==> src/rtl/pt_walker_pkg.sv <==
package pt_walker_pkg;

   typedef enum logic [2:0] {
      ST_IDLE      = 3'd0,
      ST_FETCH_PDE = 3'd1,
      ST_WAIT_PDE  = 3'd2,
      ST_FETCH_PTE = 3'd3,
      ST_WAIT_PTE  = 3'd4,
      ST_DONE      = 3'd5
   } walk_state_t;

   typedef enum logic [1:0] {
      RES_OK      = 2'b00,
      RES_INVALID = 2'b01,
      RES_ABSENT  = 2'b10
   } walk_res_t;

endpackage

==> src/rtl/pt_addr_gen.sv <==
module pt_addr_gen #(
   parameter int ADDR_W      = 16,
   parameter int VPN_W       = 8,
   parameter int DIR_W       = 4,
   parameter int OFF_W       = 6,
   parameter int ENTRY_BYTES = 4,
   parameter int PFN_W       = 8
) (
   input  logic [ADDR_W-1:0] base,
   input  logic [VPN_W-1:0]  vpn,
   input  logic [PFN_W-1:0]  dir_pfn,
   output logic [ADDR_W-1:0] pde_addr,
   output logic [ADDR_W-1:0] pte_addr
);
   localparam int TBL_W  = VPN_W - DIR_W;
   localparam int ENT_SH = $clog2(ENTRY_BYTES);
   localparam bit ENT_P2 = ((1 << ENT_SH) == ENTRY_BYTES);

   logic [DIR_W-1:0]  dir_idx;
   logic [TBL_W-1:0]  tbl_idx;
   logic [ADDR_W-1:0] page_base;
   logic [ADDR_W-1:0] dir_off;
   logic [ADDR_W-1:0] tbl_off;

   assign dir_idx   = vpn[VPN_W-1 -: DIR_W];
   assign tbl_idx   = vpn[TBL_W-1:0];
   assign page_base = ADDR_W'(dir_pfn) << OFF_W;

   generate
      if (ENT_P2) begin : g_shift_scale
         assign dir_off = ADDR_W'(dir_idx) << ENT_SH;
         assign tbl_off = ADDR_W'(tbl_idx) << ENT_SH;
      end else begin : g_mult_scale
         assign dir_off = ADDR_W'(dir_idx) * ADDR_W'(ENTRY_BYTES);
         assign tbl_off = ADDR_W'(tbl_idx) * ADDR_W'(ENTRY_BYTES);
      end
   endgenerate

   assign pde_addr = base + dir_off;
   assign pte_addr = page_base + tbl_off;

   generate
      if (PFN_W + OFF_W > ADDR_W) begin : g_bad_frame_width
         $error("pt_addr_gen: shifted frame number does not fit the address");
      end
      if (DIR_W >= VPN_W) begin : g_bad_dir_width
         $error("pt_addr_gen: directory index must leave table index bits");
      end
   endgenerate
endmodule

==> src/rtl/pt_entry_decode.sv <==
module pt_entry_decode #(
   parameter int ENTRY_W  = 16,
   parameter int VLD_BIT  = 0,
   parameter int PRS_BIT  = 1,
   parameter int PROT_LSB = 2,
   parameter int PROT_W   = 2,
   parameter int PFN_LSB  = 8,
   parameter int PFN_W    = 8
) (
   input  logic [ENTRY_W-1:0] entry,
   output logic               ent_valid,
   output logic               ent_present,
   output logic [PROT_W-1:0]  ent_prot,
   output logic [PFN_W-1:0]   ent_pfn
);
   logic unused_entry_bits;

   assign ent_valid   = entry[VLD_BIT];
   assign ent_present = entry[PRS_BIT];
   assign ent_prot    = entry[PROT_LSB +: PROT_W];
   assign ent_pfn     = entry[PFN_LSB +: PFN_W];
   assign unused_entry_bits = ^entry;

   generate
      if (PFN_LSB + PFN_W > ENTRY_W) begin : g_bad_pfn_field
         $error("pt_entry_decode: frame field exceeds entry width");
      end
      if (PROT_LSB + PROT_W > PFN_LSB) begin : g_bad_prot_field
         $error("pt_entry_decode: protection field overlaps frame field");
      end
      if (VLD_BIT == PRS_BIT) begin : g_bad_flag_bits
         $error("pt_entry_decode: valid and present bits must differ");
      end
   endgenerate
endmodule

==> src/rtl/pt_walk_ctrl.sv <==
module pt_walk_ctrl
   import pt_walker_pkg::*;
#(
   parameter int ADDR_W = 16,
   parameter int VPN_W  = 8,
   parameter int PFN_W  = 8,
   parameter int PROT_W = 2
) (
   input  logic              clk,
   input  logic              rst_n,
   input  logic              miss_valid,
   input  logic [VPN_W-1:0]  miss_vpn,
   input  logic [ADDR_W-1:0] pd_base,
   output logic              miss_ready,
   input  logic              mem_rvalid,
   input  logic              ent_valid,
   input  logic              ent_present,
   input  logic [PROT_W-1:0] ent_prot,
   input  logic [PFN_W-1:0]  ent_pfn,
   input  logic [ADDR_W-1:0] pde_addr,
   input  logic [ADDR_W-1:0] pte_addr,
   output logic [VPN_W-1:0]  vpn_q,
   output logic [ADDR_W-1:0] base_q,
   output logic [PFN_W-1:0]  dir_pfn_q,
   output logic              mem_req,
   output logic [ADDR_W-1:0] mem_addr,
   output logic              res_valid,
   output logic [1:0]        res_kind,
   output logic [PFN_W-1:0]  res_pfn,
   output logic [PROT_W-1:0] res_prot
);
   walk_state_t       state;
   walk_res_t         kind_q;
   logic [PFN_W-1:0]  rpfn_q;
   logic [PROT_W-1:0] rprot_q;

   always_ff @(posedge clk or negedge rst_n) begin
      if (!rst_n) begin
         state     <= ST_IDLE;
         vpn_q     <= '0;
         base_q    <= '0;
         dir_pfn_q <= '0;
         kind_q    <= RES_OK;
         rpfn_q    <= '0;
         rprot_q   <= '0;
      end else begin
         case (state)
            ST_IDLE: begin
               if (miss_valid) begin
                  vpn_q  <= miss_vpn;
                  base_q <= pd_base;
                  state  <= ST_FETCH_PDE;
               end
            end
            ST_FETCH_PDE: state <= ST_WAIT_PDE;
            ST_WAIT_PDE: begin
               if (mem_rvalid) begin
                  if (!ent_valid) begin
                     kind_q  <= RES_INVALID;
                     rpfn_q  <= '0;
                     rprot_q <= '0;
                     state   <= ST_DONE;
                  end else begin
                     dir_pfn_q <= ent_pfn;
                     state     <= ST_FETCH_PTE;
                  end
               end
            end
            ST_FETCH_PTE: state <= ST_WAIT_PTE;
            ST_WAIT_PTE: begin
               if (mem_rvalid) begin
                  state <= ST_DONE;
                  if (!ent_valid) begin
                     kind_q  <= RES_INVALID;
                     rpfn_q  <= '0;
                     rprot_q <= '0;
                  end else if (!ent_present) begin
                     kind_q  <= RES_ABSENT;
                     rpfn_q  <= '0;
                     rprot_q <= '0;
                  end else begin
                     kind_q  <= RES_OK;
                     rpfn_q  <= ent_pfn;
                     rprot_q <= ent_prot;
                  end
               end
            end
            ST_DONE: state <= ST_IDLE;
            default: state <= ST_IDLE;
         endcase
      end
   end

   always_comb begin
      mem_req  = (state == ST_FETCH_PDE) || (state == ST_FETCH_PTE);
      mem_addr = (state == ST_FETCH_PTE) ? pte_addr : pde_addr;
   end

   assign miss_ready = (state == ST_IDLE);
   assign res_valid  = (state == ST_DONE);
   assign res_kind   = kind_q;
   assign res_pfn    = rpfn_q;
   assign res_prot   = rprot_q;

   p_one_req_r10: assert property (@(posedge clk) disable iff (!rst_n)
      mem_req |=> !mem_req);

   p_busy_holds_vpn_r9: assert property (@(posedge clk) disable iff (!rst_n)
      !miss_ready |=> $stable(vpn_q) && $stable(base_q));

   p_res_single_r11: assert property (@(posedge clk) disable iff (!rst_n)
      res_valid |=> !res_valid && miss_ready);

   p_bad_pde_stops_r3: assert property (@(posedge clk) disable iff (!rst_n)
      (state == ST_WAIT_PDE && mem_rvalid && !ent_valid) |=>
         res_valid && res_kind == RES_INVALID && !mem_req);

   p_kind_legal_r7: assert property (@(posedge clk) disable iff (!rst_n)
      res_valid |-> res_kind != 2'b11);

   p_fault_zero_r8: assert property (@(posedge clk) disable iff (!rst_n)
      (res_valid && res_kind != RES_OK) |-> (res_pfn == '0 && res_prot == '0));

   p_accept_then_req_r2: assert property (@(posedge clk) disable iff (!rst_n)
      (miss_ready && miss_valid) |=> mem_req && !miss_ready);
endmodule

==> src/rtl/pt_walker.sv <==
module pt_walker #(
   parameter int ADDR_W      = 16,
   parameter int VPN_W       = 8,
   parameter int DIR_W       = 4,
   parameter int OFF_W       = 6,
   parameter int ENTRY_BYTES = 4,
   parameter int ENTRY_W     = 16,
   parameter int PFN_LSB     = 8,
   parameter int PFN_W       = 8,
   parameter int PROT_LSB    = 2,
   parameter int PROT_W      = 2
) (
   input  logic              clk,
   input  logic              rst_n,
   input  logic              miss_valid,
   input  logic [VPN_W-1:0]  miss_vpn,
   output logic              miss_ready,
   input  logic [ADDR_W-1:0] pd_base,
   output logic              mem_req,
   output logic [ADDR_W-1:0] mem_addr,
   input  logic              mem_rvalid,
   input  logic [ENTRY_W-1:0] mem_rdata,
   output logic              res_valid,
   output logic [1:0]        res_kind,
   output logic [VPN_W-1:0]  res_vpn,
   output logic [PFN_W-1:0]  res_pfn,
   output logic [PROT_W-1:0] res_prot
);
   logic              ent_valid;
   logic              ent_present;
   logic [PROT_W-1:0] ent_prot;
   logic [PFN_W-1:0]  ent_pfn;
   logic [ADDR_W-1:0] pde_addr;
   logic [ADDR_W-1:0] pte_addr;
   logic [VPN_W-1:0]  vpn_q;
   logic [ADDR_W-1:0] base_q;
   logic [PFN_W-1:0]  dir_pfn_q;

   generate
      if (ENTRY_BYTES * 8 < ENTRY_W) begin : g_bad_entry_size
         $error("pt_walker: entry wider than its byte size");
      end
   endgenerate

   pt_entry_decode #(
      .ENTRY_W (ENTRY_W),
      .VLD_BIT (0),
      .PRS_BIT (1),
      .PROT_LSB(PROT_LSB),
      .PROT_W  (PROT_W),
      .PFN_LSB (PFN_LSB),
      .PFN_W   (PFN_W)
   ) u_dec (
      .entry      (mem_rdata),
      .ent_valid  (ent_valid),
      .ent_present(ent_present),
      .ent_prot   (ent_prot),
      .ent_pfn    (ent_pfn)
   );

   pt_addr_gen #(
      .ADDR_W     (ADDR_W),
      .VPN_W      (VPN_W),
      .DIR_W      (DIR_W),
      .OFF_W      (OFF_W),
      .ENTRY_BYTES(ENTRY_BYTES),
      .PFN_W      (PFN_W)
   ) u_agen (
      .base    (base_q),
      .vpn     (vpn_q),
      .dir_pfn (dir_pfn_q),
      .pde_addr(pde_addr),
      .pte_addr(pte_addr)
   );

   pt_walk_ctrl #(
      .ADDR_W(ADDR_W),
      .VPN_W (VPN_W),
      .PFN_W (PFN_W),
      .PROT_W(PROT_W)
   ) u_ctrl (
      .clk        (clk),
      .rst_n      (rst_n),
      .miss_valid (miss_valid),
      .miss_vpn   (miss_vpn),
      .pd_base    (pd_base),
      .miss_ready (miss_ready),
      .mem_rvalid (mem_rvalid),
      .ent_valid  (ent_valid),
      .ent_present(ent_present),
      .ent_prot   (ent_prot),
      .ent_pfn    (ent_pfn),
      .pde_addr   (pde_addr),
      .pte_addr   (pte_addr),
      .vpn_q      (vpn_q),
      .base_q     (base_q),
      .dir_pfn_q  (dir_pfn_q),
      .mem_req    (mem_req),
      .mem_addr   (mem_addr),
      .res_valid  (res_valid),
      .res_kind   (res_kind),
      .res_pfn    (res_pfn),
      .res_prot   (res_prot)
   );

   assign res_vpn = vpn_q;
endmodule

==> config.mk <==
export PLATFORM = sky130hd
export DESIGN_NAME = pt_walker
export DESIGN_NICKNAME = d
export VERILOG_FILES = /design/src/rtl/pt_walker_pkg.sv /design/src/rtl/pt_addr_gen.sv /design/src/rtl/pt_entry_decode.sv /design/src/rtl/pt_walk_ctrl.sv /design/src/rtl/pt_walker.sv
export SDC_FILE = /design/constraint.sdc
export NUM_CORES = 1
export LEC_CHECK = 0
export ABC_AREA = 1
export ABC_CLOCK_PERIOD_IN_PS = 2400
export BUFFER_PORTS_ARGS = -buffer_cell sky130_fd_sc_hd__buf_2
export CAP_MARGIN = 20
export CORE_MARGIN = 2
export CORE_UTILIZATION = 51
export DETAILED_ROUTE_END_ITERATION = 8
export PLACE_DENSITY_LB_ADDON = 0.08
export SETUP_SLACK_MARGIN = 0.5
export SLEW_MARGIN = 20
export SYNTH_ARGS = -nofsm -noshare
export SYNTH_HDL_FRONTEND = slang
export SYNTH_SLANG_ARGS = --single-unit
export TNS_END_PERCENT = 20
==> constraint.sdc <==
create_clock -name clk -period 2.4 [get_ports clk]
set_clock_uncertainty 0.05 [all_clocks]
set_input_delay 0.72 -clock clk [delete_from_list [all_inputs] [get_ports clk]]
set_output_delay 0.72 -clock clk [all_outputs]
set_load 0.02 [all_outputs]
==> summary.txt <==
Critical path
  • Startpoint types: flop
  • Max FO, Critical Path: 8
  • CP arrival: about 1.9 ns
  • Setup CP Type: flop to output pin
  • Critical Path RT: 1.63 ns
  • Worst setup EP type: output pin

CTS
  • Clock Latency Late Sink: 0.29 ns
  • Hold buffers post-CTS: 0
  • # H-tree levels: 2
  • CTS tree: built
  • Clk root buf: clkbuf_8
  • Clock sinks: 47
  • CTS Buffer Depth: 2
  • CTS Buf Count: 5
  • CTS clk-pin slew, worst paths: 0.09 ns

Placement
  • Port bufs: 78
  • Gp weighted congestion: 0.8210
  • Placed cell count: 425
  • Dpl ws: ~0.022 ns
  • Post-DP HPWL: between 4000 and 5000 um

Logic synthesis
  • Share of the synthesized area in the top cell type: 0.4619
  • Post-synth ARST share: 1.000
  • Synthesized area: 2546 um2
  • Register area share after synthesis: 0.4619
  • Syn nets: 334
  • EDFF count, synth: 0
  • Post-Syn Area per Cell: around 8.9 um2
  • Yosys warning total: 0
  • Netlist cell types: 30
  • Synth area leaders: dfrtp_1 46%, nand2_1 12%, mux2_4 5.9%, nand3_1 3.3%, o21ai_0 3.3%
  • Cells after Synth: around 290
  • Register bit total from synthesis: 47
  • Dominant cell type by area after synthesis: dfrtp_1
  • Top FF cell, synth: dfrtp_1

Final layout
  • Ant diodes: 0
  • Commonest non-fill, non-tap cells in the layout: 70 x nand2_1, 61 x buf_2, 42 x dfrtp_1
  • Area Growth Syn to Fin: 34.00%
  • Fin nets: roughly 420
  • Fin cells: 438
  • Share of layout cells above drive strength 1: 0.4690
  • Commonest non-fill, non-tap cell in the layout: nand2_1

Hold path
  • Worst Hold Class: flop to flop

GRT
  • Initial antenna violation count: 0
  • Gr ovfl total: 0
  • GRT Total Usage: 0.2108
  • First-pass GRT wire length: 9156 um
  • Number of global-route vias before repair: between 2,000 and 2,500
  • Pin count of the biggest net entering global routing: 48

Power and ir drop
  • Maximum vdd drop: 1.357 mV
  • Final Power: 5246 uW
  • Pwr dens: 1538 nW/um2
  • Comb pwr share: 0.637
  • Clock power share: 0.097
  • Sw Pwr: 2404 uW
  • Lkg Pwr: 0.001696 uW
  • Flop pwr share: 0.266
  • P_int: ~2800 uW
  • Sw Ratio: 0.4582

Timing
  • Crit path time final: 2.626 ns
  • Fin crit share: 1.094
  • RSZ-0062 raised after global routing: yes
  • Slew @ Worst Pin: slightly above 0.7 ns
  • Final setup margin: -0.2263 ns
  • Fmax: roughly 380 MHz
  • Final hold violations: 0
  • Setup Viol. Count Final: 13
  • Pins over their slew limit: 0
  • Rel. slew slack: 0.5191

Floorplanning
  • Boundary pin count: 83
  • Die area: between 5000 and 6000 um2
  • Initial Utilization: 0.5355
  • Die Height: 74.66 um
  • Core area: 4755 um2
  • Row cnt: 25
  • Die width: 74.66 um

Route
  • Post-route DRC: 0
  • DR WL/cell: 12.83 um
  • Vias: 2,216
  • Routed Antenna Nets: 0
  • Initial DRC Count: 148
  • Drt total wl: 5619 um
  • Pre-antenna DRT Iters: 4
  • Drt via density: 5.059

Outcome
  • Failing checks: setup timing
  • Outcome: finished, violations left

Job
  • Number of max-cap violations: 0
cell usage after synthesis (2+ instances only):
cell / count
a21oi_1: 12
buf_4: 2
buf_6: 4
dfrtp_1: 47
ha_1: 4
inv_1: 21
inv_2: 3
mux2_2: 5
mux2_4: 10
nand2_1: 82
nand2_2: 2
nand2_4: 3
nand3_1: 17
nand4_1: 3
nor2_1: 18
nor2_4: 5
nor3_1: 6
o21ai_0: 17
o21ai_1: 4
o21ai_2: 8
xnor2_1: 2
xor2_1: 2
routing by layer:
metal | GRT usage | up-vias | part of all wire
met4 | 0.05556 | 0 | 0.0052
met1 | 0.2628 | 1061 | 0.43
met2 | 0.3668 | 54 | 0.51
li1 | - | 1099 | -
met3 | 0.05355 | 2 | 0.055
met5 | 0 | - | 0
worst max-delay path: stages (launching register included):
cell and delay, ns:
dfrtp_2 0.43, ha_4 0.17, fa_2 0.35, nand3_2 0.10
nand2_4 0.09, nand3_2 0.11, xor2_2 0.15, nor2_2 0.05
buf_6 0.12
final cells by class:
type	instances	area [um2]
fillers	393	1343
multi-input cells	206	1394
clock buffers	6	82.58
inverters	24	95.09
flip-flops and latches	47	1182
repair buffers	86	558.0
clock inverters	2	16.27
well taps	67	83.83
kinds of logic (layout without fill, tap and decap cells):
family                   Yosys count  in the layout  synth area share
flip-flops                        47             47            0.4619
AO/OA/AOI/OAI                     44             44            0.1076
XOR/XNOR                           4              4           0.01376
buffers and inverters             32            118           0.06240
adder cells (fa/ha/maj)            5              5           0.02752
multiplexers                      15             15           0.08108
AND/OR/NAND/NOR                  138            138            0.2457
power groups by stage:
stage,logic (uW),clock network (uW),registers [uW]
after floorplan,1980,0,1470
after global placement,2720,0,1380
after detailed placement,2760,0,1390
after CTS,3220,524,1380
after global routing,3610,559,1440
final,3340,507,1400
flip-flops by register name (all words and copies together) (netlist names):
register,flops
u_ctrl.res_pfn,8
u_ctrl.vpn_q,8
u_ctrl.state,3
u_ctrl.dir_pfn_q,8
u_ctrl.res_kind,2
u_ctrl.res_prot,2
u_ctrl.base_q,16
final timing paths:
path,startpoint,end,slack [ns],cells after the start
hold / removal,u_ctrl.res_pfn[6],u_ctrl.res_pfn[6],0.44,2
setup / recovery,u_ctrl.vpn_q[4],mem_addr[14],-0.23,8
max in group asynchronous,rst_n,u_ctrl.state[2],1.41,2
min in group asynchronous,rst_n,u_ctrl.vpn_q[0],0.46,2
setup reg to reg,u_ctrl.state[2],u_ctrl.res_kind[1],0.75,6
hold reg to reg,u_ctrl.res_pfn[6],u_ctrl.res_pfn[6],0.44,2
per-stage QoR:
stage	hold slack [ns]	area, um2	util	setup TNS, ns
final	0.4364	3412	0.7176	-2.173
after global routing	0.4579	3412	0.7176	-3.190
after CTS	0.4372	3341	0.7026	-2.307
after detailed placement	0.4140	3077	0.6471	0
after global placement	0.4093	3077	0.6471	0
after floorplan	0.3744	2649	-	0
repair_timing:
item / CTS / global route
buffers inserted: 4 / 1
pin swaps: 15 / 11
resized for setup: 40 / 20
endpoints found under the setup margin: 18 / 19
(Power assumes the default switching activity.)
